===== src/rtl/spi_errflag_pkg.sv =====
package spi_errflag_pkg;
  localparam int DATA_W = 8;
  localparam int ADDR_W = 2;

  localparam logic [ADDR_W-1:0] ADDR_CTL = 2'd0;
  localparam logic [ADDR_W-1:0] ADDR_STS = 2'd1;
  localparam logic [ADDR_W-1:0] ADDR_DAT = 2'd2;

  typedef struct packed {
    logic ie;
    logic mstr;
    logic en;
  } ctl_t;

  typedef struct packed {
    logic wcol;
    logic ovr;
    logic modf;
    logic done;
  } sts_t;

  localparam int CTL_W = $bits(ctl_t);
  localparam int STS_W = $bits(sts_t);

  // set has priority over clear
  function automatic logic flag_next(logic cur, logic set_ev, logic clr_ev);
    return set_ev | (cur & ~clr_ev);
  endfunction

  // sequence arming: a status read samples the flag, a consuming access drops it
  function automatic logic arm_next(logic cur, logic flag, logic sts_rd, logic consume);
    if (sts_rd) return flag;
    if (consume) return 1'b0;
    return cur;
  endfunction

  function automatic logic irq_of(ctl_t c, sts_t s);
    return c.ie & (s.done | s.modf | s.ovr);
  endfunction

  function automatic logic [DATA_W-1:0] ctl_word(ctl_t c);
    return {{(DATA_W-CTL_W){1'b0}}, c};
  endfunction

  function automatic logic [DATA_W-1:0] sts_word(sts_t s);
    return {{(DATA_W-STS_W){1'b0}}, s};
  endfunction
endpackage


===== src/rtl/spi_ss_sync.sv =====
module spi_ss_sync #(
  parameter int STAGES = 2
) (
  input  logic clk,
  input  logic rst_n,
  input  logic pin_n,
  output logic sync_n
);
  logic [STAGES-1:0] chain;

  generate
    for (genvar i = 0; i < STAGES; i++) begin : g_stage
      if (i == 0) begin : g_first
        always_ff @(posedge clk) begin
          if (!rst_n) chain[0] <= 1'b1;
          else        chain[0] <= pin_n;
        end
      end else begin : g_next
        always_ff @(posedge clk) begin
          if (!rst_n) chain[i] <= 1'b1;
          else        chain[i] <= chain[i-1];
        end
      end
    end
  endgenerate

  assign sync_n = chain[STAGES-1];
endmodule


===== src/rtl/spi_ctrl_reg.sv =====
module spi_ctrl_reg
  import spi_errflag_pkg::*;
(
  input  logic             clk,
  input  logic             rst_n,
  input  logic             ctl_wr,
  input  logic [CTL_W-1:0] wbits,
  input  logic             lock,
  input  logic             fault_evt,
  output ctl_t             ctl
);
  ctl_t ctl_d;
  ctl_t wr_val;

  always_comb begin
    wr_val      = ctl_t'(wbits);
    wr_val.en   = wr_val.en   & ~lock;
    wr_val.mstr = wr_val.mstr & ~lock;
    ctl_d = ctl_wr ? wr_val : ctl;
    if (fault_evt) begin
      ctl_d.en   = 1'b0;
      ctl_d.mstr = 1'b0;
    end
  end

  always_ff @(posedge clk) begin
    if (!rst_n) ctl <= '0;
    else        ctl <= ctl_d;
  end


  modf_lock_chk: assert property (@(posedge clk) disable iff (!rst_n)
    (lock && ctl_wr) |=> (!ctl.en && !ctl.mstr));
endmodule


===== src/rtl/spi_flag_unit.sv =====
module spi_flag_unit
  import spi_errflag_pkg::*;
(
  input  logic clk,
  input  logic rst_n,
  input  logic sts_rd,
  input  logic dat_rd,
  input  logic dat_wr,
  input  logic ctl_wr,
  input  logic eng_done,
  input  logic eng_busy,
  input  logic fault_evt,
  output sts_t sts,
  output logic lock,
  output logic ovr_evt,
  output logic wcol_evt
);
  logic done_arm, modf_arm, wcol_arm;
  logic done_clr, modf_clr, wcol_clr;
  logic dat_acc;
  sts_t sts_d;

  assign dat_acc  = dat_rd | dat_wr;
  assign done_clr = done_arm & dat_acc;
  assign modf_clr = modf_arm & ctl_wr;
  assign wcol_clr = wcol_arm & dat_rd;
  assign ovr_evt  = eng_done & sts.done & ~done_clr;
  assign wcol_evt = dat_wr & eng_busy;
  assign lock     = sts.modf & ~modf_arm;

  always_comb begin
    sts_d.done = flag_next(sts.done, eng_done,  done_clr);
    sts_d.modf = flag_next(sts.modf, fault_evt, modf_clr);
    sts_d.ovr  = flag_next(sts.ovr,  ovr_evt,   sts_rd);
    sts_d.wcol = flag_next(sts.wcol, wcol_evt,  wcol_clr);
  end

  always_ff @(posedge clk) begin
    if (!rst_n) begin
      sts      <= '0;
      done_arm <= 1'b0;
      modf_arm <= 1'b0;
      wcol_arm <= 1'b0;
    end else begin
      sts      <= sts_d;
      done_arm <= arm_next(done_arm, sts.done, sts_rd, dat_acc);
      modf_arm <= arm_next(modf_arm, sts.modf, sts_rd, ctl_wr);
      wcol_arm <= arm_next(wcol_arm, sts.wcol, sts_rd, dat_rd);
    end
  end


  ovr_clear_chk: assert property (@(posedge clk) disable iff (!rst_n)
    (sts_rd && !ovr_evt) |=> !sts.ovr);

  wcol_write_keeps_chk: assert property (@(posedge clk) disable iff (!rst_n)
    (sts.wcol && dat_wr) |=> sts.wcol);

  done_set_wins_chk: assert property (@(posedge clk) disable iff (!rst_n)
    eng_done |=> sts.done);
endmodule


===== src/rtl/spi_rx_hold.sv =====
module spi_rx_hold
  import spi_errflag_pkg::*;
(
  input  logic              clk,
  input  logic              rst_n,
  input  logic              eng_done,
  input  logic              ovr_evt,
  input  logic [DATA_W-1:0] rx_in,
  output logic [DATA_W-1:0] rx_buf
);
  always_ff @(posedge clk) begin
    if (!rst_n)                    rx_buf <= '0;
    else if (eng_done && !ovr_evt) rx_buf <= rx_in;
  end


  ovr_keeps_buf_chk: assert property (@(posedge clk) disable iff (!rst_n)
    ovr_evt |=> $stable(rx_buf));
endmodule


===== src/rtl/spi_errflag_ctrl.sv =====
module spi_errflag_ctrl
  import spi_errflag_pkg::*;
#(
  parameter int SYNC_STAGES = 2
) (
  input  logic              clk,
  input  logic              rst_n,
  input  logic              bus_sel,
  input  logic              bus_wr,
  input  logic [ADDR_W-1:0] bus_addr,
  input  logic [DATA_W-1:0] bus_wdata,
  output logic [DATA_W-1:0] bus_rdata,
  input  logic              ss_n,
  input  logic              eng_busy,
  input  logic              eng_done,
  input  logic [DATA_W-1:0] eng_rx,
  output logic              eng_load,
  output logic [DATA_W-1:0] eng_tx,
  output logic              eng_en,
  output logic              eng_master,
  output logic              irq
);
  logic ctl_wr, sts_rd, dat_rd, dat_wr;
  logic ss_sync_n, fault_evt, lock, ovr_evt, wcol_evt;
  ctl_t ctl;
  sts_t sts;
  logic [DATA_W-1:0] rx_buf;

  assign ctl_wr = bus_sel &  bus_wr & (bus_addr == ADDR_CTL);
  assign sts_rd = bus_sel & ~bus_wr & (bus_addr == ADDR_STS);
  assign dat_rd = bus_sel & ~bus_wr & (bus_addr == ADDR_DAT);
  assign dat_wr = bus_sel &  bus_wr & (bus_addr == ADDR_DAT);

  spi_ss_sync #(.STAGES(SYNC_STAGES)) u_sync (
    .clk(clk), .rst_n(rst_n), .pin_n(ss_n), .sync_n(ss_sync_n)
  );

  assign fault_evt = ctl.mstr & ~ss_sync_n;

  spi_ctrl_reg u_ctl (
    .clk(clk), .rst_n(rst_n), .ctl_wr(ctl_wr), .wbits(bus_wdata[CTL_W-1:0]),
    .lock(lock), .fault_evt(fault_evt), .ctl(ctl)
  );

  spi_flag_unit u_flags (
    .clk(clk), .rst_n(rst_n), .sts_rd(sts_rd), .dat_rd(dat_rd), .dat_wr(dat_wr),
    .ctl_wr(ctl_wr), .eng_done(eng_done), .eng_busy(eng_busy),
    .fault_evt(fault_evt), .sts(sts), .lock(lock), .ovr_evt(ovr_evt),
    .wcol_evt(wcol_evt)
  );

  spi_rx_hold u_rx (
    .clk(clk), .rst_n(rst_n), .eng_done(eng_done), .ovr_evt(ovr_evt),
    .rx_in(eng_rx), .rx_buf(rx_buf)
  );

  assign eng_load   = dat_wr & ~eng_busy;
  assign eng_tx     = bus_wdata;
  assign eng_en     = ctl.en;
  assign eng_master = ctl.mstr;
  assign irq        = irq_of(ctl, sts);

  always_comb begin
    case (bus_addr)
      ADDR_CTL: bus_rdata = ctl_word(ctl);
      ADDR_STS: bus_rdata = sts_word(sts);
      ADDR_DAT: bus_rdata = rx_buf;
      default:  bus_rdata = '0;
    endcase
  end


  modf_forces_slave_chk: assert property (@(posedge clk) disable iff (!rst_n)
    $rose(sts.modf) |-> (!ctl.en && !ctl.mstr));

  irq_wcol_quiet_chk: assert property (@(posedge clk) disable iff (!rst_n)
    (!sts.done && !sts.modf && !sts.ovr) |-> !irq);

  wcol_sets_chk: assert property (@(posedge clk) disable iff (!rst_n)
    wcol_evt |=> sts.wcol);
endmodule


===== config.mk =====
export PLATFORM = sky130hd
export DESIGN_NAME = spi_errflag_ctrl
export DESIGN_NICKNAME = d
export VERILOG_FILES = /design/src/rtl/spi_errflag_pkg.sv /design/src/rtl/spi_ss_sync.sv /design/src/rtl/spi_ctrl_reg.sv /design/src/rtl/spi_flag_unit.sv /design/src/rtl/spi_rx_hold.sv /design/src/rtl/spi_errflag_ctrl.sv
export SDC_FILE = /design/constraint.sdc
export NUM_CORES = 1
export LEC_CHECK = 0
export ABC_CLOCK_PERIOD_IN_PS = 2250
export BUFFER_PORTS_ARGS = -buffer_cell sky130_fd_sc_hd__buf_2
export CELL_PAD_IN_SITES_DETAIL_PLACEMENT = 1
export CELL_PAD_IN_SITES_GLOBAL_PLACEMENT = 1
export CORE_MARGIN = 2
export CORE_UTILIZATION = 37
export DETAILED_ROUTE_END_ITERATION = 7
export PLACE_DENSITY = 0.87
export SETUP_SLACK_MARGIN = 0.4
export SKIP_CTS_REPAIR_TIMING = 1
export SLEW_MARGIN = 30
export SYNTH_ARGS = -nofsm -noshare
export SYNTH_HDL_FRONTEND = slang
export SYNTH_SLANG_ARGS = --single-unit

===== constraint.sdc =====
create_clock -name clk -period 2.25 [get_ports clk]
set_clock_uncertainty 0.1 [all_clocks]
set_input_delay 0.675 -clock clk [delete_from_list [all_inputs] [get_ports clk]]
set_output_delay 0.675 -clock clk [all_outputs]
set_load 0.03 [all_outputs]

# ---- Word-level counts from Yosys, hierarchy flattened
# Cells that the tools add are included.
dict set report word_totals {
  regBits 20
  output_inout_bits 20
  word_cells 85
}
dict set report classes {
  eq_ne 2
  n_mux 24
  n_bitwise 39
  reduce_logical 7
}
# op count
set ops {}
lappend ops {{case mux 8 bit (3 select lines)} 1}
lappend ops {{2-to-1 mux 1 bit} 23}
lappend ops {{AND 1 bit} 22}
lappend ops {{inverter 1 bit} 10}
lappend ops {{OR 1 bit} 7}
lappend ops {{nonzero test 2 bit} 3}
lappend ops {{== test 2 x 1 -> 1 bit (second input constant)} 1}
lappend ops {{== test 2 bit (second input constant)} 1}
lappend ops {{zero test 2 bit} 1}
lappend ops {{OR reduction 2 bit} 1}
lappend ops {{logical AND 1 bit} 1}
lappend ops {{zero test 1 bit} 1}

# ---- Depth between registers and ports, before layout
dict set report logic_depth {
  word_depth 9
  depth_mapped 5
  ltp_nobuf 3
}

# ---- Modules after synthesis
# A second synthesis with hierarchy kept.
dict set report unflattened {
  cells_unflattened 115
  area_unflattened_um2 1022.2
}
# mod n_inst cells_per_inst area_each_um2 seq_area_each_um2
set by_module_without_submodules {}
lappend by_module_without_submodules {spi_rx_hold 1 36 330.3 160.2}
lappend by_module_without_submodules {spi_flag_unit 1 32 292.8 140.1}
lappend by_module_without_submodules {spi_errflag_ctrl 1 31 226.5 0.0}
lappend by_module_without_submodules {spi_ctrl_reg 1 12 120.1 60.1}
lappend by_module_without_submodules {spi_ss_sync 1 4 52.6 40.0}

# ---- Least setup slack after synthesis
# OpenSTA, ideal clock, no wires.
dict set report synth_timing {
  kind {input-to-output}
  start {in bus_addr[0]}
  end {out eng_load}
  t_arrival_ns 1.774
  required_time_ns 1.475
  path_slack_ns -0.299
  cell_stages 3
  n_path_buf 1
  path_cell_list {buf_2 -> nand3b_1 -> nor3b_1}
}
dict set report synth_between {
  elab_chain_len 3
}
# item line
set synth_lines {}
lappend synth_lines {{start, declared} spi_errflag_ctrl.sv:10} ;# input logic [ADDR_W-1:0] bus_addr,
lappend synth_lines {{== test 2 bit} spi_errflag_ctrl.sv:32} ;# assign dat_wr = bus_sel & bus_wr & (bus_addr == ADDR_DAT);
lappend synth_lines {{AND 1 bit} spi_errflag_ctrl.sv:32}
lappend synth_lines {{AND 1 bit} spi_errflag_ctrl.sv:57} ;# assign eng_load = dat_wr & ~eng_busy;
lappend synth_lines {{end, declared} spi_errflag_ctrl.sv:17} ;# output logic eng_load,
# No other way between the ends.

# ---- Final worst setup path
dict set report layout_timing {
  start {in bus_addr[0]}
  end {out bus_rdata[0]}
}
dict set report layout_between {
  elab_chain_len 2
}
# item line
set layout_lines {}
lappend layout_lines {{== test 2 bit, or another cell as far along} spi_errflag_ctrl.sv:64} ;# case (bus_addr)
lappend layout_lines {{case mux 8 bit (3 select lines) *} spi_errflag_ctrl.sv:64}
lappend layout_lines {{end, declared} spi_errflag_ctrl.sv:12} ;# output logic [DATA_W-1:0] bus_rdata,
# Mark *: on every way between the ends. The rest lies on a longest branch, timed or not.

==> metrics.yaml <==
setup_path:
  crit_start: "bus_addr[0]"
  critPathMaxFanout: 5
  worstPathRequired_ns: 1.47
  endpoint_kind: "output pin"
  reg2reg_from: "u_flags.done_arm"
  arrival_ns: 1.42
  path_class: "input port to output pin"
  worst_setup_path_start_kind: "input port"
place:
  gp_congestion: 0.765
  port_buffers: 34
  dpl.hpwl_microns: 2540
  place_area_sq_mm: 0.00142
power_and_ir_drop:
  power_density_mw_per_mm2: 483
  p_leak_nw: 0.629
  peakVddDrop_mv: 0.308
global_route:
  grt_max_degree: 23
  gr-usage-met2: 0.356
  grt-ovfl-total: 0
  grt_pass1_wl_microns: 5400
  grtUsageMet1: 0.229
  top_usage_layer: "met2"
  met3_usage: 0.0231
  grt_usage: 0.194
  antenna_found_initial: 0
  grt_pass1_vias: 1184
synth:
  synth_top_area_share: 0.329
  synth-warning-count: 0
  synth.area.top_cells: "dfxtp_1 (33%), mux2i_1 (8.2%), nand3_1 (7.0%)"
  synth_seq_cells: 20
  avgSynthCellArea_sq_um: 8.45
  syn_area_sq_mm: 0.00122
  yosysTopAreaCell: "dfxtp_1"
  synth_cell_types: 31
  syn-num-nets: 169
  syn_inst: 144
  synth.yosys.seq_area_share: 0.329
floorplan:
  row_count: 20
  dieWidth_microns: 61.3
  fp.dieH_microns: 61.3
  initial_core_util: 0.395
  dieArea_sq_mm: 0.00376
  io-pin-count: 45
  core_sq_mm: 0.00308
drt:
  drtPass1Iterations: 4
  drc: 0
  vias: 1185
  wire_per_inst_microns: 17.5
  drt_wl_total_microns: 3790
  ant_nets: 0
  viasPerCell: 5.46
  drtIter0Drc: 48
layout:
  fin_area_sq_mm: 0.00160
  nets: 199
  final_util: 0.518
  drive_gt1_frac: 0.393
  area_growth_pct: 31.2
  diodes: 0
job:
  max_cap_viol_count: 0
cts:
  cts_tree: "built"
  clock_path_buffers: 2
  cts_htree_levels: 1
  cts_root_buf: "clkbuf_4"
  clk_pin_slew_ns: 0.12
  clkLatencyLatePin_ns: 0.31
  cts_made_buffers: 3
  clock_sinks: 20
hold_path:
  min_path_type: "flop to flop"
  hp-start: "u_sync.chain[0]"
sta:
  slew_headroom: 0.747
  finalHoldViolations: 0
  finalCriticalPeriod_ns: 2.19
  finalSetupTns_ns: 0
  maxSlewViolCount: 0
  fmax_ghz: 0.457
  rsz0062_at_grt: "yes"
  worst_pin_slew_ns: 0.379
  fin_crit_sh: 0.973
  final-setup-viol-count: 0
run_status:
  status: "complete, no violations"
[flip-flops by register name, indices dropped and copies added, names as in the netlist]
name and count:
u_sync.sync_n 1, u_flags.wcol_arm 1, u_flags.sts 4, u_ctl.ctl 3
u_flags.done_arm 1, u_flags.modf_arm 1, u_sync.chain 1, u_rx.rx_buf 8
[worst paths after layout]
check	to	slack, ns	cells after the start
max	bus_rdata[0]	0.06	5
min	u_sync.sync_n	0.33	1
max reg2reg	u_rx.rx_buf[0]	0.85	3
min reg2reg	u_sync.sync_n	0.33	1
[area by class of cell]
class | count | area, sq um
Timing Repair Buffer | 45 | 343
Fill cell | 370 | 1480
Inverter | 4 | 15.0
Clock buffer | 4 | 36.3
Multi-Input combinational cell | 100 | 742
Tap cell | 44 | 55.1
Sequential cell | 20 | 404
[synth_stat cells, drive strengths merged]
cell type  count
o22ai          1
o32ai          2
nand3b         5
nand4b         4
clkbuf         7
o31ai          1
inv            4
dfxtp         20
and4bb         1
nand2         13
a31oi          1
nand3         17
and4b          1
a21boi         1
a32o           1
o21ai          5
nor4bb         1
a21oi          2
nor3b          7
and3           1
o31a           1
nand4          2
nor3           2
buf           13
and2           4
nand2b         8
nor2b          3
a311o          6
mux2i         10
[kinds of logic after synthesis]
kind of cell,after synthesis,share of synthesized area
AO/OA/AOI/OAI,21,0.131
buffers and inverters,24,0.114
flip-flops,20,0.329
multiplexers,10,0.0823
AND/OR/NAND/NOR,69,0.344
[power breakdown]
group          internal, mW  switching [mW]  leakage, nW  total (mW)
combinational        0.0743          0.0919        0.444       0.166
clock                0.0989           0.120       0.0210       0.219
sequential            0.371          0.0150        0.164       0.386
[worst max-delay path: stages]
cell	delay, ns
buf_8	0.11
buf_6	0.13
mux2i_2	0.16
o21ai_2	0.19
buf_6	0.16
[cell usage in the layout, fill, tap and decap left out, drive strengths merged, types with 2 or more instances in the layout]
cell / Yosys / routed
nand3: 17 / 17
buf: 13 / 45
nor2b: 3 / 3
inv: 4 / 4
nand4: 2 / 2
nand3b: 5 / 5
nand4b: 4 / 4
mux2i: 10 / 10
nand2: 13 / 13
nand2b: 8 / 8
o32ai: 2 / 2
clkbuf: 7 / 4
and2: 4 / 4
a311o: 6 / 6
o21ai: 5 / 5
dfxtp: 20 / 20
nor3: 2 / 2
nor3b: 7 / 7
a21oi: 2 / 2
[through the flow]
step           total power, mW  worst slack (ns)  hold WS, ns  std cells
2_1_floorplan            0.503            0.0779        0.286        144
3_3_place_gp             0.526            0.0563        0.289        210
3_5_place_dp             0.534            0.0160        0.300        210
4_1_cts                  0.749            0.0121        0.330        214
5_1_grt                  0.805            0.0403        0.346        217
6_report                 0.771            0.0596        0.329        217
[per-layer routing]
layer,share of wire,vias to the layer above
li1,-,574
met3,0.038,6
met1,0.42,577
met5,0,-
met4,0.014,0
met2,0.53,28
(Power assumes the default switching activity.)
